### src/rtl/cgms_pkg.sv
// Package: shared frame geometry and control-bit bundle for the copy-control
// line serializer. Assumes a 14-bit data field and a 6-bit check sequence.
package cgms_pkg;
    localparam int CGMS_HEAD_W = 10;
    localparam int CGMS_TAIL_W = 4;
    localparam int CGMS_DATA_W = CGMS_HEAD_W + CGMS_TAIL_W;
    localparam int CGMS_CRC_W  = 6;
    localparam int CGMS_FRAME_W = CGMS_DATA_W + CGMS_CRC_W;

    // Per-frame control bits as seen by the start qualifier.
    typedef struct packed {
        logic odd_en;
        logic even_en;
        logic crc_internal;
    } cgms_ctl_t;
endpackage

### src/rtl/cgms_crc_gen.sv
// Module: cgms_crc_gen
// Combinational serial-equivalent CRC over DATA_W bits, bit 0 first.
// Assumes POLY lists the low-order taps (x^CRC_W term implicit) and SEED is
// the preset. No state; result is valid in the same cycle as data.
module cgms_crc_gen #(
    parameter int                DATA_W = 14,
    parameter int                CRC_W  = 6,
    parameter logic [CRC_W-1:0]  POLY   = 6'b000011,
    parameter logic [CRC_W-1:0]  SEED   = '1
) (
    input  logic [DATA_W-1:0] data_i,
    output logic [CRC_W-1:0]  crc_o
);
    // Unrolled bit-serial LFSR in transmit order.
    always_comb begin
        logic [CRC_W-1:0] acc;
        logic             fb;
        acc = SEED;
        for (int i = 0; i < DATA_W; i++) begin
            fb  = acc[CRC_W-1] ^ data_i[i];
            acc = {acc[CRC_W-2:0], 1'b0} ^ (fb ? POLY : '0);
        end
        crc_o = acc;
    end
endmodule

### src/rtl/cgms_field_gate.sv
// Module: cgms_field_gate
// Decides whether a start pulse may load a frame: only when idle, on the
// 525-line standard, and with the enable matching the current field parity.
// Assumes start is a single-cycle pulse.
module cgms_field_gate
    import cgms_pkg::*;
(
    input  logic      start_i,
    input  logic      busy_i,
    input  logic      field_odd_i,
    input  logic      std_pal_i,
    input  cgms_ctl_t ctl_i,
    output logic      load_o
);
    logic field_ok;

    // Select the enable that belongs to the current field.
    always_comb field_ok = field_odd_i ? ctl_i.odd_en : ctl_i.even_en;

    // Qualify the start pulse.
    always_comb load_o = start_i && !busy_i && !std_pal_i && field_ok;
endmodule

### src/rtl/cgms_shifter.sv
// Module: cgms_shifter
// Frame shift register with bit counter. Loads FRAME_W bits on load_i,
// presents bit 0 first, shifts right with zero fill on each bit_tick_i and
// drops busy after the last bit. Assumes load_i is only raised when idle.
module cgms_shifter #(
    parameter int FRAME_W = 20
) (
    input  logic               clk,
    input  logic               rst_n,
    input  logic               load_i,
    input  logic [FRAME_W-1:0] frame_i,
    input  logic               bit_tick_i,
    output logic               sdata_o,
    output logic               busy_o
);
    localparam int                CNT_W = $clog2(FRAME_W);
    localparam logic [CNT_W-1:0]  LAST  = CNT_W'(FRAME_W - 1);

    logic [FRAME_W-1:0] sr;
    logic [CNT_W-1:0]   cnt;

    // Load, advance and terminate the frame.
    always_ff @(posedge clk) begin
        if (!rst_n) begin
            sr     <= '0;
            cnt    <= '0;
            busy_o <= 1'b0;
        end else if (load_i) begin
            sr     <= frame_i;
            cnt    <= '0;
            busy_o <= 1'b1;
        end else if (busy_o && bit_tick_i) begin
            sr <= sr >> 1;
            if (cnt == LAST) begin
                cnt    <= '0;
                busy_o <= 1'b0;
            end else begin
                cnt <= cnt + 1'b1;
            end
        end
    end

    // Serial output is the register's low bit.
    always_comb sdata_o = sr[0];

    assert_cnt_range_R2: assert property (@(posedge clk) disable iff (!rst_n)
        cnt <= LAST);

    assert_end_on_last_R2: assert property (@(posedge clk) disable iff (!rst_n)
        (busy_o && bit_tick_i && cnt == LAST) |=> !busy_o);

    assert_hold_between_ticks_R11: assert property (@(posedge clk) disable iff (!rst_n)
        (busy_o && !bit_tick_i) |=> (busy_o && $stable(sdata_o) && $stable(cnt)));

    assert_idle_quiet_R12: assert property (@(posedge clk) disable iff (!rst_n)
        !busy_o |-> !sdata_o);
endmodule

### src/rtl/cgms_line_serializer.sv
// Module: cgms_line_serializer (top)
// Assembles the 20-bit copy-control frame (head, tail, check bits), picks
// internal or register check bits, qualifies the start by field and standard
// and serializes the frame at the bit-rate enable.
// Assumes start and bit_tick come from an external line-timing controller.
module cgms_line_serializer
    import cgms_pkg::*;
(
    input  logic                    clk,
    input  logic                    rst_n,
    input  logic [CGMS_HEAD_W-1:0]  head_data,
    input  logic [CGMS_TAIL_W-1:0]  tail_data,
    input  logic [CGMS_CRC_W-1:0]   reg_crc,
    input  logic                    crc_internal,
    input  logic                    odd_en,
    input  logic                    even_en,
    input  logic                    wide_en,
    input  logic                    field_odd,
    input  logic                    std_pal,
    input  logic                    start,
    input  logic                    bit_tick,
    output logic                    sdata_o,
    output logic                    valid_o
);
    logic [CGMS_DATA_W-1:0]  data_word;
    logic [CGMS_CRC_W-1:0]   crc_calc;
    logic [CGMS_CRC_W-1:0]   crc_sel;
    logic [CGMS_FRAME_W-1:0] frame;
    logic                    load;
    logic                    busy;
    cgms_ctl_t               ctl;

    // Bundle the control inputs for the qualifier.
    always_comb ctl = '{odd_en: odd_en, even_en: even_en, crc_internal: crc_internal};

    // Data field in transmit order: head first, tail last.
    always_comb data_word = {tail_data, head_data};

    cgms_crc_gen #(
        .DATA_W (CGMS_DATA_W),
        .CRC_W  (CGMS_CRC_W),
        .POLY   (6'b000011),
        .SEED   ('1)
    ) u_crc (
        .data_i (data_word),
        .crc_o  (crc_calc)
    );

    // Choose computed or register check bits.
    always_comb crc_sel = ctl.crc_internal ? crc_calc : reg_crc;

    // Data occupies the low frame bits.
    always_comb frame[CGMS_DATA_W-1:0] = data_word;

    // Check bits follow, most significant first.
    for (genvar k = 0; k < CGMS_CRC_W; k++) begin : g_crc_order
        assign frame[CGMS_DATA_W + k] = crc_sel[CGMS_CRC_W-1-k];
    end

    cgms_field_gate u_gate (
        .start_i     (start),
        .busy_i      (busy),
        .field_odd_i (field_odd),
        .std_pal_i   (std_pal),
        .ctl_i       (ctl),
        .load_o      (load)
    );

    cgms_shifter #(
        .FRAME_W (CGMS_FRAME_W)
    ) u_shift (
        .clk        (clk),
        .rst_n      (rst_n),
        .load_i     (load),
        .frame_i    (frame),
        .bit_tick_i (bit_tick),
        .sdata_o    (sdata_o),
        .busy_o     (busy)
    );

    // Flag mirrors the shifter's activity.
    always_comb valid_o = busy;

    assert_field_std_gate_R8: assert property (@(posedge clk) disable iff (!rst_n)
        $rose(valid_o) |-> $past(start && !std_pal && (field_odd ? odd_en : even_en)));

    assert_wide_inert_R9: assert property (@(posedge clk) disable iff (!rst_n)
        (start && wide_en && !odd_en && !even_en && !valid_o) |=> !valid_o);

    assert_no_restart_R10: assert property (@(posedge clk) disable iff (!rst_n)
        (valid_o && start && !bit_tick) |=> valid_o);
endmodule

### config.mk
export PLATFORM = sky130hd
export DESIGN_NAME = cgms_line_serializer
export DESIGN_NICKNAME = d
export VERILOG_FILES = /design/src/rtl/cgms_pkg.sv /design/src/rtl/cgms_crc_gen.sv /design/src/rtl/cgms_field_gate.sv /design/src/rtl/cgms_shifter.sv /design/src/rtl/cgms_line_serializer.sv
export SDC_FILE = /design/constraint.sdc
export NUM_CORES = 1
export LEC_CHECK = 0
export ABC_AREA = 1
export ABC_CLOCK_PERIOD_IN_PS = 1600
export BUFFER_PORTS_ARGS = -buffer_cell sky130_fd_sc_hd__clkbuf_2
export CORE_MARGIN = 5
export CORE_UTILIZATION = 40
export CTS_CLUSTER_SIZE = 28
export DETAILED_ROUTE_END_ITERATION = 12
export GPL_ROUTABILITY_DRIVEN = 1
export MAX_ROUTING_LAYER = met4
export PLACE_DENSITY = 0.64
export SLEW_MARGIN = 20
export SYNTH_ARGS = -nofsm -noshare
export SYNTH_HDL_FRONTEND = slang
export SYNTH_SLANG_ARGS = --single-unit
### constraint.sdc
create_clock -name clk -period 1.6 [get_ports clk]
set_input_delay 0.32 -clock clk [delete_from_list [all_inputs] [get_ports clk]]
set_output_delay 0.32 -clock clk [all_outputs]
set_load 0.05 [all_outputs]
==> metrics.txt <==
VDD IR max=0.589 mV; post-cts resize count=0; min-delay src=rst_n; DR DRC count=0; GPL Wtd Cong=0.797; RR Startpoint=u_shift.busy_o; P&R area growth vs syn=17.2%; net switching power=0.430 mW; worst hold path class=input port to flop; CTS root buf=clkbuf_8; maximum clock rate=721 MHz; ANT cells=0; hold path depth=3; Pleak=0.825 nW; via count=1509; I/O pin total=32; RSZ-0062 raised after global routing=false; startpoint types=flop; Max Cap Viol=0; Reg2Reg Setup Slack=0.21 ns; Final Cycle Share=86.7%; top_reg_cell synth=dfxtp_1; Unique masters post-synth=32; H-tree levels=1; core area=3940 µm²; layout cells sized above 1=26.8%; Synth Area per Inst=7.01 µm²; vias in the first global route=1368; first-pass GRT wire length=6.01 mm; final setup skew=0.00950 ns; Worst Path Required=1.82 ns; clk sinks=26; Vias/cell=4.85; Least-Margin Pin Slew=0.361 ns; CTS tree=done; Internal=1.14 mW; Hold Buf Count CTS=0; die area=5360 µm²; crit end category=flop; final WL=3.48 mm; Routed Antenna Nets=0; initial antenna violation count=0; switching share of power=27.3%; Row Count=23; post-route minimum period=1.39 ns; YS warnings=0; synthesized area=1600 µm²; TritonCTS buffer count=3; DRT Pass-1 Iters=4; Yosys top cell by area=dfxtp_1; Initial Util=40.5%; Final Hold Fails=0; Seq pwr share=43.7%; largest net degree at the start of global routing=18; Clk Latency, worst-skew pair=0.27 ns; largest cells by area after synthesis=dfxtp_1 (33%), nand2_1 (17%), a31oi_1 (5.5%); Syn Nets=259; Max clock buf depth=2; final setup TNS=0 ns; WP data arrival=1.61 ns; IO buf count=30; Clock transition at path regs=0.10 ns; post-synthesis sequential area ratio=32.6%; hpwl dp=2.71 mm; Clock power frac=35.0%; Finished Core Util=47.5%; Gate power share=21.3%; outcome=completed; Yosys top cell area share=32.6%; Slew HR=75.8%; gr usage total=14.3%; count of flip-flops with a built-in enable after synthesis=0; Final nets=293; final-report max-slew violation count=0; Post-synth ARST share=0%; Iteration-0 DRC Markers=78; Critical path origin=u_shift.busy_o; end of the worst hold path=u_shift.sr[14]; power per cell area=839 nW/µm²; chip height=73.2 µm; total gr overflow=0; WL/cell=11.2 µm; Cells after Synth=228; # setup viols final=0; CP max FO=10; worst reg-to-reg path cell count=8; reg2reg end=u_shift.sr[17]; critical path class=flop to flop; die span in x=73.2 µm; Setup Fix Bufs, Post-CTS=0; post-synthesis register bit count=26
-- layout make-up --
class / instances / area (µm²)
fillers: 409 / 2070
well taps: 50 / 62.6
inverters: 21 / 81.3
repair buffers: 36 / 195
clock buffers: 3 / 41.3
multi-input cells: 174 / 942
clock inverters: 1 / 30.0
flip-flops and latches: 26 / 520
-- how the worst max path moves through the flow --
| stage | cells after the start | slack [ns] | end |
|---|---|---|---|
| floorplan | 5 | 0.04 | u_shift.sr[5] |
| global placement | 8 | 0.13 | u_shift.sr[12] |
| detailed placement | 8 | 0.13 | u_shift.sr[5] |
| CTS | 8 | 0.20 | u_shift.sr[17] |
| global route | 8 | 0.03 | u_shift.sr[17] |
| finish | 8 | 0.21 | u_shift.sr[17] |
-- sequential cells by signal, indices dropped and copies added (netlist names) --
name / cells
u_shift.cnt: 5
u_shift.sr: 20
u_shift.busy_o: 1
-- cell families (layout without fill, tap and decap cells) --
kind of cell	count (synthesis)	after routing	share of synthesized area [%]
xor gates and xnor gates	12	12	7.52
buffers and inverters	28	61	8.46
adders and majority gates	1	1	0.783
DFF	26	26	32.6
AOI/OAI and AO/OA	40	40	14.8
and+or+nand+nor	120	120	34.9
muxes	1	1	0.939
-- critical path, stage by stage (launching register included) --
cell and delay [ns]:
dfxtp_1 0.34, nor3b_1 0.23, nand2_2 0.11, inv_4 0.15
buf_4 0.20, nor2_1 0.05, nor2_1 0.08, nand2_1 0.07
a21oi_2 0.10
-- cell usage after synthesis (2+ instances only) --
cell      count
nor3b_1       2
nand3_1       9
dfxtp_1      26
buf_6         2
nor2_1       14
nand2_2      13
a21oi_1       8
inv_1        16
inv_2         3
clkbuf_1      2
nor3_1        2
o21ai_0      10
buf_2         2
a21oi_2       3
nand2_1      72
a31oi_1      14
nand3_2       4
o21ai_1       4
xnor2_1       5
xor2_1        5
-- routing by layer --
metal	vias to the layer above	GRT usage (%)	routed length, µm
li1	807	-	-
met1	662	19.4	1690
met2	38	22.0	1540
met3	2	3.72	230
met4	0	1.84	19
met5	-	-	0
-- power groups by stage --
stage,Clock (mW),Combinational [mW],Sequential (mW)
after floorplan,0,0.236,0.706
after global placement,0,0.333,0.701
after detailed placement,0,0.336,0.701
after CTS,0.561,0.337,0.686
after global routing,0.592,0.373,0.690
final,0.549,0.335,0.687
-- cell usage in the layout (no fill, tap or decap), types with 2 or more instances in the layout --
cell      synthesis  routed
xor2_1            5       5
nand3_1           9       9
inv_2             3       3
xnor2_1           5       5
buf_4             0       6
o21ai_0          10      10
nor2_1           14      14
a21oi_2           3       3
o21ai_1           4       4
clkbuf_2          0      30
nand3_2           4       4
inv_1            16      16
a21oi_1           8       8
nand2_2          13      13
nor3b_1           2       2
clkbuf_8          1       3
dfxtp_1          26      26
a31oi_1          14      14
nand2_1          72      72
nor3_1            2       2
-- metrics by stage --
step                total power, mW  hold slack, ns  area (µm²)  setup slack (ns)  instances
floorplan                     0.942           0.452        1600            0.0426        228
global placement               1.03           0.463        1800             0.135        307
detailed placement             1.04           0.468        1800             0.128        307
CTS                            1.58           0.311        1870             0.200        311
global route                   1.66           0.304        1870            0.0293        311
finish                         1.57           0.318        1870             0.213        311
No activity file was read; power rests on OpenSTA's default activity.
